[config.mk]
export PLATFORM = sky130hd
export DESIGN_NAME = relbr_unit
export DESIGN_NICKNAME = d
export VERILOG_FILES = /design/src/rtl/relbr_pkg.sv /design/src/rtl/relbr_disp.sv /design/src/rtl/relbr_cond.sv /design/src/rtl/relbr_target.sv /design/src/rtl/relbr_unit.sv
export SDC_FILE = /design/constraint.sdc
export NUM_CORES = 1
export LEC_CHECK = 0
export ABC_AREA = 1
export ABC_CLOCK_PERIOD_IN_PS = 1100
export BUFFER_PORTS_ARGS = -buffer_cell sky130_fd_sc_hd__buf_2
export CAP_MARGIN = 30
export CORE_ASPECT_RATIO = 1.1
export CORE_MARGIN = 8
export CORE_UTILIZATION = 30
export DETAILED_ROUTE_END_ITERATION = 6
export PLACE_DENSITY = 0.6
export REMOVE_ABC_BUFFERS = 1
export SLEW_MARGIN = 10
export SYNTH_ARGS = -nofsm -noshare
export SYNTH_HDL_FRONTEND = slang
export SYNTH_SLANG_ARGS = --single-unit
[constraint.sdc]
create_clock -name clk -period 1.1 [get_ports clk]
set_input_delay 0 -clock clk [delete_from_list [all_inputs] [get_ports clk]]
set_output_delay 0 -clock clk [all_outputs]
set_load 0.05 [all_outputs]
[src/rtl/relbr_pkg.sv]
package relbr_pkg;

  typedef enum logic [2:0] {
    BK_JMP  = 3'd0,
    BK_JC   = 3'd1,
    BK_JNC  = 3'd2,
    BK_JZ   = 3'd3,
    BK_JNZ  = 3'd4,
    BK_CALL = 3'd5,
    BK_RSV6 = 3'd6,
    BK_RSV7 = 3'd7
  } br_kind_e;

  typedef struct packed {
    logic taken;
    logic is_call;
  } br_dec_t;

endpackage

[src/rtl/relbr_disp.sv]
module relbr_disp #(
  parameter int ADDR_W = 16,
  parameter int OFF_W  = 8,
  parameter int EXT_W  = ADDR_W - OFF_W
) (
  input  logic [OFF_W-1:0]  off,
  input  logic [EXT_W-1:0]  ext,
  input  logic              ext_en,
  output logic [ADDR_W-1:0] disp
);

  logic [EXT_W-1:0] sign_fill;
  logic [EXT_W-1:0] high_part;

  // Replicate the offset sign across the upper part
  always_comb begin
    sign_fill = {EXT_W{off[OFF_W-1]}};
  end

  // Pick prefix byte or sign fill for the upper part
  always_comb begin
    if (ext_en) begin
      high_part = ext;
    end else begin
      high_part = sign_fill;
    end
  end

  always_comb begin
    disp = {high_part, off};
  end

endmodule

[src/rtl/relbr_cond.sv]
module relbr_cond
  import relbr_pkg::*;
(
  input  logic [2:0] kind,
  input  logic       flag_c,
  input  logic       flag_z,
  output br_dec_t    dec
);

  br_kind_e k;

  always_comb begin
    k = br_kind_e'(kind);
  end

  always_comb begin
    dec.taken   = 1'b0;
    dec.is_call = 1'b0;
    unique case (k)
      BK_JMP:  dec.taken = 1'b1;
      BK_JC:   dec.taken = flag_c;
      BK_JNC:  dec.taken = ~flag_c;
      BK_JZ:   dec.taken = flag_z;
      BK_JNZ:  dec.taken = ~flag_z;
      BK_CALL: begin
        dec.taken   = 1'b1;
        dec.is_call = 1'b1;
      end
      BK_RSV6, BK_RSV7: dec.taken = 1'b0;
      default: dec.taken = 1'b0;
    endcase
  end

endmodule

[src/rtl/relbr_target.sv]
module relbr_target #(
  parameter int ADDR_W = 16
) (
  input  logic [ADDR_W-1:0] pc,
  input  logic [ADDR_W-1:0] disp,
  output logic [ADDR_W-1:0] seq_addr,
  output logic [ADDR_W-1:0] jump_addr
);

  localparam logic [ADDR_W-1:0] STEP = ADDR_W'(1);

  always_comb begin
    seq_addr = pc + STEP;
  end

  always_comb begin
    jump_addr = seq_addr + disp;
  end

endmodule

[src/rtl/relbr_unit.sv]
module relbr_unit
  import relbr_pkg::*;
#(
  parameter int ADDR_W = 16,
  parameter int OFF_W  = 8,
  parameter int SYNC_STAGES = 2
) (
  input  logic              clk,
  input  logic              rst_n,
  input  logic              issue,
  input  logic [ADDR_W-1:0] pc,
  input  logic [2:0]        kind,
  input  logic [OFF_W-1:0]  off8,
  input  logic [ADDR_W-OFF_W-1:0] ext_byte,
  input  logic              ext_pend,
  input  logic              flag_c,
  input  logic              flag_z,
  output logic              res_valid,
  output logic [ADDR_W-1:0] next_pc,
  output logic              taken,
  output logic [ADDR_W-1:0] ret_addr,
  output logic              push_stb
);

  localparam int EXT_W = ADDR_W - OFF_W;

  // Reset release synchronizer
  logic [SYNC_STAGES-1:0] rst_pipe_q;
  logic                   rst_int_n;

  always_ff @(posedge clk or negedge rst_n) begin
    if (!rst_n) begin
      rst_pipe_q <= '0;
    end else begin
      rst_pipe_q <= {rst_pipe_q[SYNC_STAGES-2:0], 1'b1};
    end
  end

  always_comb begin
    rst_int_n = rst_pipe_q[SYNC_STAGES-1];
  end

  // Datapath pieces
  logic [ADDR_W-1:0] disp;
  logic [ADDR_W-1:0] seq_addr;
  logic [ADDR_W-1:0] jump_addr;
  br_dec_t           dec;

  relbr_disp #(
    .ADDR_W (ADDR_W),
    .OFF_W  (OFF_W),
    .EXT_W  (EXT_W)
  ) u_disp (
    .off    (off8),
    .ext    (ext_byte),
    .ext_en (ext_pend),
    .disp   (disp)
  );

  relbr_cond u_cond (
    .kind   (kind),
    .flag_c (flag_c),
    .flag_z (flag_z),
    .dec    (dec)
  );

  relbr_target #(
    .ADDR_W (ADDR_W)
  ) u_target (
    .pc        (pc),
    .disp      (disp),
    .seq_addr  (seq_addr),
    .jump_addr (jump_addr)
  );

  // Next-state logic
  logic              valid_d, taken_d, push_d;
  logic [ADDR_W-1:0] npc_d, ret_d;
  logic              data_en;

  always_comb begin
    data_en = issue;
    valid_d = issue;
    taken_d = issue & dec.taken;
    push_d  = issue & dec.is_call;
    ret_d   = seq_addr;
    if (dec.taken) begin
      npc_d = jump_addr;
    end else begin
      npc_d = seq_addr;
    end
  end

  // Registers
  logic              valid_q, taken_q, push_q;
  logic [ADDR_W-1:0] npc_q, ret_q;

  always_ff @(posedge clk or negedge rst_int_n) begin
    if (!rst_int_n) begin
      valid_q <= 1'b0;
      taken_q <= 1'b0;
      push_q  <= 1'b0;
    end else begin
      valid_q <= valid_d;
      taken_q <= taken_d;
      push_q  <= push_d;
    end
  end

  always_ff @(posedge clk or negedge rst_int_n) begin
    if (!rst_int_n) begin
      npc_q <= '0;
      ret_q <= '0;
    end else if (data_en) begin
      npc_q <= npc_d;
      ret_q <= ret_d;
    end
  end

  always_comb begin
    res_valid = valid_q;
    taken     = taken_q;
    push_stb  = push_q;
    next_pc   = npc_q;
    ret_addr  = ret_q;
  end

  // Embedded checks
  assert_push_needs_taken_R8: assert property (
    @(posedge clk) disable iff (!rst_int_n)
    push_stb |-> (taken && res_valid)
  ) else $error("push without taken result");

  assert_untaken_falls_through_R7: assert property (
    @(posedge clk) disable iff (!rst_int_n)
    (res_valid && !taken) |-> (next_pc == ret_addr)
  ) else $error("untaken result not at following address");

  assert_result_follows_issue_R2: assert property (
    @(posedge clk) disable iff (!rst_int_n)
    issue |=> res_valid
  ) else $error("result missing after issue");

  assert_no_spurious_result_R2: assert property (
    @(posedge clk) disable iff (!rst_int_n)
    !issue |=> !res_valid
  ) else $error("result without issue");

  assert_jump_always_taken_R5: assert property (
    @(posedge clk) disable iff (!rst_int_n)
    (issue && kind == 3'd0) |=> taken
  ) else $error("plain jump not taken");

  assert_call_pushes_R8: assert property (
    @(posedge clk) disable iff (!rst_int_n)
    (issue && kind == 3'd5) |=> (taken && push_stb)
  ) else $error("call did not push");

  assert_ret_is_following_R8: assert property (
    @(posedge clk) disable iff (!rst_int_n)
    issue |=> (ret_addr == $past(pc) + ADDR_W'(1))
  ) else $error("return address wrong");

  assert_reserved_idle_R10: assert property (
    @(posedge clk) disable iff (!rst_int_n)
    (issue && kind[2:1] == 2'b11) |=> (!taken && !push_stb)
  ) else $error("reserved kind acted");

endmodule

# Word level (Yosys, flattened, before mapping)
# Cells that the tools add are included.
op_classes:
  n_mux: 4
  n_eq_ne: 7
  n_bitwise: 4
  n_reduce_logical: 3
  add_sub_neg: 2
op_table:
  columns: ["operator", "count"]
  rows:
  - ["16-bit by 1-bit adder with 16-bit output, second input constant", 1]
  - ["16-bit adder", 1]
  - ["16-bit 2-to-1 mux", 1]
  - ["3-bit equality test, second input constant", 4]
  - ["8-bit 2-to-1 mux", 1]
  - ["3-bit by 2-bit equality test with 1-bit output, second input constant", 2]
  - ["1-bit one-hot mux with 6 select lines", 1]
  - ["2-bit OR reduction", 2]
  - ["3-bit by 1-bit equality test with 1-bit output, second input constant", 1]
  - ["3-bit logical NOT", 1]
  - ["1-bit bitwise AND", 2]
  - ["1-bit NOT", 2]
  - ["1-bit 2-to-1 mux", 1]
word_totals:
  regBits: 37
  inputBits: 41
  word_cells: 26
  out_inout_bits: 35

# Logic depth before layout (Yosys ltp)
# Gate-level depths: netlist of run 1.
depth:
  depth_word: 4
  ltp_mapped: 20
  mapped_depth_nobuf: 20

# Hierarchy
# Synthesis of run 1 repeated with hierarchy kept, for this count alone.
unflattened:
  cells_unflattened: 445
  area_unflattened_um2: 2970.3
by_module_without_submodules:
  columns: ["mod", "cells_each", "seq_area_each_um2", "area_per_inst_um2", "n_inst"]
  rows:
  - ["relbr_unit", 195, 925.9, 1567.8, 1]
  - ["relbr_target", 207, 0.0, 1191.1, 1]
  - ["relbr_disp", 27, 0.0, 146.4, 1]
  - ["relbr_cond", 16, 0.0, 65.1, 1]

# Least setup slack after synthesis of run 1
# OpenSTA, ideal clock, no wires.
synth_path:
  kind: "input port to flip-flop"
  start: "input pc[0]"
  end: "register npc_q[14], in the netlist next_pc[14]"
  n_path_buf: 0
  slack_ns: -1.095
  required_time_ns: 0.980
  arrival_ns: 2.075
  setup_ns: 0.120
  path_stages: 14
  cell_sequence: "ha_1 > nand2_2 > nor2_4 > nand2_2 > or4_1 > xor2_1 > inv_1 > ha_1 > nand2_1 > nor2_1 > a211oi_1 > a21oi_1 > o21ai_1 > nand2_1"
synth_between:
  elab_chain_cells: 3
synth_lines:
  columns: ["item", "line_no", "text"]
  rows:
  - ["start: declaration", "relbr_unit.sv:11", "input logic [ADDR_W-1:0] pc,"]
  - ["16-bit by 1-bit adder with 16-bit output", "relbr_target.sv:13", "seq_addr = pc + STEP;"]
  - ["via ret_d[12]", "relbr_unit.sv:78", "logic [ADDR_W-1:0] npc_d, ret_d;"]
  - ["16-bit adder", "relbr_target.sv:17", "jump_addr = seq_addr + disp;"]
  - ["16-bit 2-to-1 mux", "relbr_unit.sv:87", "if (dec.taken) begin"]
  - ["end signal: assignment", "relbr_unit.sv:115", "npc_q <= npc_d;"]
  - ["end: declaration", "relbr_unit.sv:96", "logic [ADDR_W-1:0] npc_q, ret_q;"]
# The timed path passes the listed nets, and every way through them passes these cells.
# A chain may end at the register's enable or synchronous reset.

# Worst setup path after layout of run 1
layout_path:
  start: "input pc[1]"
  end: "register npc_q[11], in the netlist next_pc[11]"
# Same word-level chain as after synthesis.

==> flow_summary_export.csv, run 1 <==
group,metric,value,unit
status,status,"finished, violations left",
status,violations,"negative setup slack",
drt,vias,3206,
run,max_cap_viol_count,0,
global_route,grt_first_pass_wirelength,16200,µm
timing,fmax,0.494,GHz
global_route,antenna_found_initial,1,
clocking,clkSlewWorstSetupHoldPaths,0.08,ns
final_layout,diodes,0,
clocking,cts_sinks,37,
place,io_buffers,75,
logic_synthesis,synth_cells,385,
final_layout,nets,624,
clocking,clock_path_buffers,2,
logic_synthesis,yosys_warnings,0,
critical_path,crit_arrival,2.25,ns
logic_synthesis,synth_cell_types,38,
place,hpwlAfterDp,7240,µm
clocking,clkLatencyLatePin,0.29,ns
place,place_ws,-1.33,ns
final_layout,syn2layout_area_growth,69.9,%
logic_synthesis,synth.yosys.seq_area_share,0.333,
clocking,cts_max_level,2,
logic_synthesis,synthTopCellsByArea,"dfrtp_1 33%, nand2_1 15%, ha_1 7.2%",
die,initial_core_util,0.303,
logic_synthesis,synth-seq-cells,37,
global_route,overflow,0,
clocking,cts_root_buffer,"clkbuf_8",
timing,fin_crit_sh,1.84,
place,placed_area,3950,µm²
drt,drt-wirelength-per-cell,14.6,µm
drt,ant_nets,0,
final_layout,drive_gt1_frac,0.511,
final_layout,final_cell_mix,"97 x nand2_1, 92 x buf_4, 72 x buf_2, 37 x dfrtp_1, 33 x inv_1",
drt,drcViolationCount,0,
drt,wirelength,10000,µm
place,place.gp.congestion,0.881,
timing,finalSetupViolations,16,
critical_path,required,1.33,ns
die,rows,37,
logic_synthesis,synth.largest_area_cell,"dfrtp_1",
final_layout,final_common_cell,"nand2_1",
final_layout,fin_util,0.515,
timing,finalWorstSetupSlack,-0.926,ns
timing,fin_crit,2.03,ns
global_route,grt_usage,0.161,
final_layout,finish.instance_area,4720,µm²
timing,drv_slew,0,
logic_synthesis,synth_edf_count,0,
die,die_w,108,µm
timing,hold_viol,0,
critical_path,cp-start-kind,"primary input",
die,die-area,12600,µm²
logic_synthesis,avgSynthCellArea,7.21,µm²
die,io_pins,76,
clocking,cts_tree,"done",
die,die_h,117,µm
timing,rsz0062_at_grt,"true",
critical_path,ff2ff_path_depth,2,
clocking,cts_buffers,5,
logic_synthesis,async_reset_ff_frac,1.00,
die,core_area,9170,µm²
critical_path,crit_path_end_kind,"flop",
drt,drtIter0Drc,150,
pwr,power.leakage,0.00245,µW
critical_path,r2r_slack,0.41,ns
timing,clock_skew,0.00353,ns
drt,dr.pass1.iters,4,
logic_synthesis,syn_area,2780,µm²
pwr,powerDensity,1150,nW/µm²
drt,via_per_inst,4.69,
min_path,hold_class,"primary input to async pin",
global_route,grt_max_degree,36,
global_route,grt_pass1_vias,3489,
critical_path,criticalPathCategory,"primary input to flop",
logic_synthesis,synth_top_flop_cell,"dfrtp_1",
critical_path,critical_path.max_fanout,5,
logic_synthesis,synth_top_area_share,0.333,
pwr,power,5420,µW
pwr,peakVddDrop,0.713,mV
==> flip-flops by register name (all words and copies together) (netlist names) <==
name and flops:
ret_addr 16, push_stb 1, res_valid 1, rst_pipe_q 2
taken 1, next_pc 16
==> power by group <==
group / switching [µW] / leakage [µW] / internal (µW)
logic: 1580 / 0.00195 / 975
clock network: 514 / 0.0000585 / 740
registers: 82.2 / 0.000439 / 1520
total: 2180 / 0.00245 / 3240
==> routing by layer <==
metal,up-vias,global-route usage,share of wire
met5,-,0,0.00080
met4,2,0.0602,0.024
met3,18,0.0449,0.069
met2,88,0.298,0.52
met1,1494,0.170,0.39
li1,1604,-,-
==> repair_timing <==
action,4_1_cts,5_1_grt
pin swaps,38,36
cloned,0,0
endpoints found under the setup margin,16,20
hold buffers,1,0
gates resized for setup,60,50
buffers inserted,12,7
endpoints found under the hold margin,2,0
==> synth_stat cells, types with 4 or more instances <==
library cell  instances
dfrtp_1              37
nand2_1             111
nor2_1               31
xor2_1               10
inv_1                39
clkbuf_1              7
o21ai_0              20
nand2_2              14
nand3_1              25
ha_1                 16
o21ai_1               4
a21oi_1              27
==> kinds of logic after synthesis <==
logic type,after synthesis,synth area share
adder cells (fa/ha/maj),17,0.0793
XOR/XNOR,13,0.0410
AND/OR/NAND/NOR,209,0.364
flip-flops,37,0.333
AO/OA/AOI/OAI,60,0.116
buffers and inverters,48,0.0649
other,1,0.00135
==> cell type report <==
type	instances	area [µm²]
sequential	37	926
inverter	41	154
multi-input combinational	300	2110
clock inverter	1	30.0
clock buffer	7	86.3
fill	873	4450
tap	117	146
timing repair buffer	181	1270
==> stage by stage <==
stage	cells	hold slack [ns]	TNS, ns
floorplan	378	-0.296	-9.75
CTS	678	0.0124	-7.40
detailed placement	657	-0.213	-16.89
global route	684	0.0146	-9.65
global placement	657	-0.214	-16.02
finish	684	0.0169	-8.20
==> worst max-delay path: stages <==
cell     delay [ns]
buf_8          0.08
ha_4           0.14
nand2_4        0.07
nor3b_4        0.24
xor2_1         0.23
ha_2           0.35
nand2_2        0.09
inv_2          0.04
a21oi_2        0.17
nand2_2        0.10
nand4_1        0.12
nand2_2        0.09
nand2_2        0.07
nand2_2        0.06
xor2_1         0.19
nand2_1        0.09
a21oi_2        0.11
==> final timing paths <==
path                                            to                    start
setup / recovery           next_pc[11]$_DFFE_PN0P_                    pc[1]
hold / removal             rst_pipe_q[1]$_DFF_PN0_                    rst_n
setup reg to reg           ret_addr[4]$_DFFE_PN0P_  ret_addr[4]$_DFFE_PN0P_
hold reg to reg            next_pc[12]$_DFFE_PN0P_  rst_pipe_q[1]$_DFF_PN0_
max in group asynchronous   next_pc[4]$_DFFE_PN0P_  rst_pipe_q[1]$_DFF_PN0_
min in group clk                push_stb$_DFF_PN0_                  kind[1]
(Power assumes the default switching activity.)
==> run 2: changes to the inputs <==
RECOVER_POWER = 100   (was unset)
==> run 2 against run 1 <==
Against the previous run: the run still ends with negative setup slack left; combinational power about the same; worst setup slack lost 0.0026 ns; critical path depth did not move; total power decreased by 0.11%; sequential share of layout area increased by 0.073 points; die area unchanged; core utilization down 0.19 points; critical endpoint unchanged; flip-flop and latch count unchanged; largest cell class unchanged.
==> flow_summary_export.csv, run 2 (synthesis results as in run 1) <==
group,metric,value,unit
status,status,"finished, violations left",
status,violations,"negative setup slack",
pwr,power.leakage,0.00244,µW
critical_path,crit_path_end_kind,"flop",
timing,finalSetupViolations,16,
pwr,powerDensity,1150,nW/µm²
final_layout,syn2layout_area_growth,69.3,%
global_route,grt_pass1_vias,3489,
critical_path,ff2ff_path_depth,1,
critical_path,crit_arrival,2.25,ns
critical_path,criticalPathCategory,"primary input to flop",
clocking,clkLatencyLatePin,0.29,ns
drt,vias,3195,
global_route,grt_max_degree,36,
drt,dr.pass1.iters,4,
final_layout,nets,624,
global_route,antenna_found_initial,1,
timing,fin_crit_sh,1.84,
timing,slew_headroom,0.657,
place,io_buffers,75,
drt,wirelength,9970,µm
global_route,grt_first_pass_wirelength,16200,µm
final_layout,diodes,0,
drt,drtIter0Drc,127,
drt,ant_nets,0,
clocking,cts_max_level,2,
timing,drv_slew,0,
final_layout,drive_gt1_frac,0.506,
timing,setup_tns,-8.20,ns
pwr,peakVddDrop,0.713,mV
drt,via_per_inst,4.67,
die,core_area,9170,µm²
drt,drt-wirelength-per-cell,14.6,µm
final_layout,final_cell_mix,"97 x nand2_1, 92 x buf_4, 70 x buf_2, 37 x dfrtp_1, 33 x inv_1",
die,die_h,117,µm
run,max_cap_viol_count,0,
place,hpwlAfterDp,7240,µm
global_route,overflow,0,
die,initial_core_util,0.303,
final_layout,final_common_cell,"nand2_1",
timing,rsz0062_at_grt,"true",
die,die-area,12600,µm²
clocking,clock_path_buffers,2,
timing,fin_crit,2.03,ns
place,placed_area,3950,µm²
critical_path,cp-start-kind,"primary input",
final_layout,finish.instance_area,4700,µm²
die,die_w,108,µm
place,place_ws,-1.33,ns
timing,finalWorstSetupSlack,-0.928,ns
die,rows,37,
clocking,clkSlewWorstSetupHoldPaths,0.08,ns
critical_path,critical_path.max_fanout,5,
clocking,cts_sinks,37,
critical_path,r2r_slack,0.41,ns
timing,clock_skew,0.00271,ns
critical_path,rr_endpoint,"next_pc[4]$_DFFE_PN0P_",
drt,drcViolationCount,0,
critical_path,required,1.33,ns
timing,fmax,0.493,GHz
die,io_pins,76,
global_route,grt_usage,0.161,
place,place.gp.congestion,0.881,
min_path,hold_class,"primary input to async pin",
final_layout,fin_util,0.513,
clocking,cts_root_buffer,"clkbuf_8",
critical_path,r2r_start,"rst_pipe_q[1]$_DFF_PN0_",
clocking,cts_buffers,5,
timing,hold_viol,0,
clocking,cts_tree,"done",
timing,worst_slew_pin_slew,0.514,ns
run 2: cell count changes in the layout (fill, tap and decap cells not counted), sizes merged:
cell    change
clkbuf      +3
buf         -3
run 2: final cells by class:
| type | instances | area (µm²) |
|---|---|---|
| inverters | 41 | 154 |
| multi-input cells | 300 | 2100 |
| fillers | 875 | 4460 |
| clock inverters | 1 | 30.0 |
| flip-flops and latches | 37 | 926 |
| well taps | 117 | 146 |
| clock buffers | 7 | 86.3 |
| repair buffers | 181 | 1260 |
run 2: through the flow:
step | total power (µW) | instances | hold WS [ns]
floorplan | 2950 | 378 | -0.296
detailed placement | 3770 | 657 | -0.213
CTS | 5280 | 678 | 0.0124
finish | 5410 | 684 | 0.0160
global route | 5720 | 684 | 0.0233
global placement | 3740 | 657 | -0.214
run 2: where the power goes:
group	total [µW]	switching, µW	internal (µW)
clock network	1260	518	740
logic	2550	1580	968
registers	1600	80.5	1520
total	5410	2180	3230
run 2: how the worst max path moves through the flow:
stage,from,slack (ns),to,cells past startpoint
floorplan,pc[0],-1.10,next_pc[14]$_DFFE_PN0P_,14
global placement,pc[1],-1.29,next_pc[14]$_DFFE_PN0P_,15
detailed placement,pc[1],-1.33,next_pc[15]$_DFFE_PN0P_,22
CTS,pc[1],-0.78,next_pc[15]$_DFFE_PN0P_,17
global route,pc[1],-1.03,next_pc[15]$_DFFE_PN0P_,20
finish,pc[1],-0.93,next_pc[11]$_DFFE_PN0P_,17
run 2: worst max-delay path, stage by stage:
cell,delay [ns]
buf_8,0.08
ha_4,0.14
nand2_4,0.07
nor3b_4,0.24
xor2_1,0.23
ha_2,0.35
nand2_2,0.09
inv_2,0.04
a21oi_2,0.17
nand2_2,0.09
nand4_1,0.12
nand2_2,0.09
nand2_2,0.07
nand2_2,0.06
xor2_1,0.19
nand2_1,0.09
a21oi_2,0.12
run 2: repair_timing:
action	CTS	global route
gates resized for setup	60	50
setup endpoints to repair	16	20
buffers inserted	12	7
hold buffers	1	0
cloned	0	0
endpoints found under the hold margin	2	0
pin swaps	38	36
run 2: routing by layer:
metal,track usage,part of all wire,vias up
met5,0,0.00080,-
met4,0.0602,0.020,2
met3,0.0449,0.065,16
met2,0.298,0.52,79
met1,0.170,0.39,1493
li1,-,-,1605
==> run 3: changes to the inputs <==
SETUP_SLACK_MARGIN = 0.1   (was unset)
==> run 3 against run 2 <==
Against the previous run: the flow still finishes with violations (negative setup slack); count of clock-buffer cells in the layout stayed put; hold slack lost 0.0036 ns; via count up 2.5%.
==> flow_summary_export.csv, run 3 (synthesis results as in run 1) <==
group,metric,value,unit
critical_path,startpoint,"pc[1]",
status,violations,"negative setup slack",
place,hpwlAfterDp,7240,µm
critical_path,crit_arrival,2.25,ns
min_path,hold_class,"primary input to async pin",
die,die-area,12600,µm²
global_route,overflow,0,
die,die_h,117,µm
timing,hold_slack,0.0124,ns
final_layout,finish.instance_area,4740,µm²
pwr,peakVddDrop,0.713,mV
pwr,clock_power_share,0.232,
drt,dr.pass1.iters,4,
timing,slew_headroom,0.666,
critical_path,required,1.33,ns
drt,via_per_inst,4.80,
critical_path,r2r_start,"ret_addr[13]$_DFFE_PN0P_",
final_layout,final_common_cell,"nand2_1",
pwr,powerDensity,1150,nW/µm²
drt,drcViolationCount,0,
critical_path,endpoint,"next_pc[11]$_DFFE_PN0P_",
drt,ant_nets,0,
critical_path,crit_top_cell,"nand2_2",
timing,clock_skew,0.00213,ns
clocking,clkLatencyLatePin,0.29,ns
critical_path,rr_endpoint,"ret_addr[13]$_DFFE_PN0P_",
clocking,cts_buffers,5,
pwr,pwr-share-seq,0.295,
pwr,p_sw_frac,0.404,
place,dp.cells,657,
critical_path,cp-start-kind,"primary input",
timing,fmax,0.496,GHz
global_route,grt_max_degree,36,
critical_path,cpMaxStageDelayCell,"ha_2",
drt,drt-wirelength-per-cell,14.7,µm
clocking,clkSlewWorstSetupHoldPaths,0.08,ns
place,placed_area,3950,µm²
die,core_area,9170,µm²
timing,finalSetupViolations,16,
timing,finalWorstSetupSlack,-0.914,ns
critical_path,r2r_slack,0.38,ns
critical_path,path_cells,"buf_8 > ha_4 > nand2_4 > nor3b_4 > xor2_1 > ha_2 > nand2_2 > inv_2 > a21oi_2 > nand2_2 > nand4_1 > nand2_2 > nand2_2 > nand2_2 > xor2_1 > nand2_1 > a21oi_2",
final_layout,nets,623,
place,io_buffers,75,
die,rows,37,
pwr,power.leakage,0.00244,µW
global_route,antenna_found_initial,1,
status,status,"finished, violations left",
timing,drv_slew,0,
clocking,clock_path_buffers,2,
timing,hold_viol,0,
critical_path,criticalPathCategory,"primary input to flop",
critical_path,ff2ff_path_depth,2,
die,initial_core_util,0.303,
drt,vias,3275,
final_layout,syn2layout_area_growth,70.8,%
clocking,cts_tree,"done",
drt,drtIter0Drc,137,
place,place.gp.congestion,0.881,
global_route,grt_pass1_vias,3485,
pwr,intPower,3240,µW
final_layout,final_cell_mix,"93 x nand2_1, 88 x buf_4, 70 x buf_2, 37 x dfrtp_1, 33 x inv_1",
critical_path,crit_path_end_kind,"flop",
global_route,grt_first_pass_wirelength,16200,µm
clocking,cts_max_level,2,
timing,fin_crit,2.01,ns
final_layout,drive_gt1_frac,0.516,
final_layout,diodes,0,
run,max_cap_viol_count,0,
timing,rsz0062_at_grt,"true",
timing,fin_crit_sh,1.83,
pwr,combPwrFrac,0.473,
critical_path,critPathMaxStageDelay,0.35,ns
pwr,power_switching,2200,µW
clocking,cts_sinks,37,
timing,worst_slew_pin_slew,0.500,ns
final_layout,stdcell_count,683,
global_route,grt_usage,0.161,
timing,setup_tns,-8.25,ns
drt,wirelength,10100,µm
critical_path,critical_path.max_fanout,5,
clocking,cts_root_buffer,"clkbuf_8",
die,die_w,108,µm
die,io_pins,76,
-- run 3: worst min-delay path by stage --
stage,endpoint,slack (ns),cells past startpoint
finish,rst_pipe_q[1]$_DFF_PN0_,0.01,2
floorplan,rst_pipe_q[0]$_DFF_PN0_,-0.30,0
global placement,rst_pipe_q[1]$_DFF_PN0_,-0.21,1
global route,rst_pipe_q[0]$_DFF_PN0_,0.02,2
detailed placement,rst_pipe_q[0]$_DFF_PN0_,-0.21,1
CTS,rst_pipe_q[1]$_DFF_PN0_,0.01,2
-- run 3: area by class of cell --
class / instances / area [µm²]
clock inverters: 1 / 30.0
repair buffers: 180 / 1260
inverters: 41 / 159
multi-input cells: 300 / 2140
fillers: 870 / 4420
flip-flops and latches: 37 / 926
clock buffers: 7 / 86.3
well taps: 117 / 146
-- run 3: metrics by stage --
step	power (µW)	setup WS, ns	utilization
5_1_grt	5740	-1.03	0.518
4_1_cts	5280	-0.782	0.487
2_1_floorplan	2950	-1.10	-
3_5_place_dp	3770	-1.33	0.431
6_report	5440	-0.914	0.518
3_3_place_gp	3740	-1.29	0.431
-- run 3: what timing repair did --
item,in CTS,in global routing
pin swaps,38,38
hold buffers,1,0
gates resized for setup,62,64
buffers inserted,12,6
setup endpoints to repair,19,26
hold endpoints to repair,2,0
-- run 3: worst max-delay path: cells and delay by family --
family	cells	cell delay (ns)
buffers and inverters	2	0.12
AND/OR/NAND/NOR	9	0.94
XOR/XNOR	2	0.41
AO/OA/AOI/OAI	2	0.28
adder cells (fa/ha/maj)	2	0.49
-- run 3: power by group through the flow --
stage / logic (µW) / registers [µW] / clock network, µW
3_5_place_dp: 2140 / 1620 / 0
6_report: 2580 / 1600 / 1260
2_1_floorplan: 732 / 2220 / 0
3_3_place_gp: 2110 / 1620 / 0
4_1_cts: 2390 / 1600 / 1300
5_1_grt: 2780 / 1620 / 1350
-- run 3: layer usage --
| layer | track usage | routed length [µm] | up-vias |
|---|---|---|---|
| li1 | - | - | 1608 |
| met1 | 0.170 | 3830 | 1538 |
| met4 | 0.0565 | 248 | 2 |
| met2 | 0.300 | 5290 | 108 |
| met3 | 0.0449 | 698 | 19 |
| met5 | 0 | 8 | - |
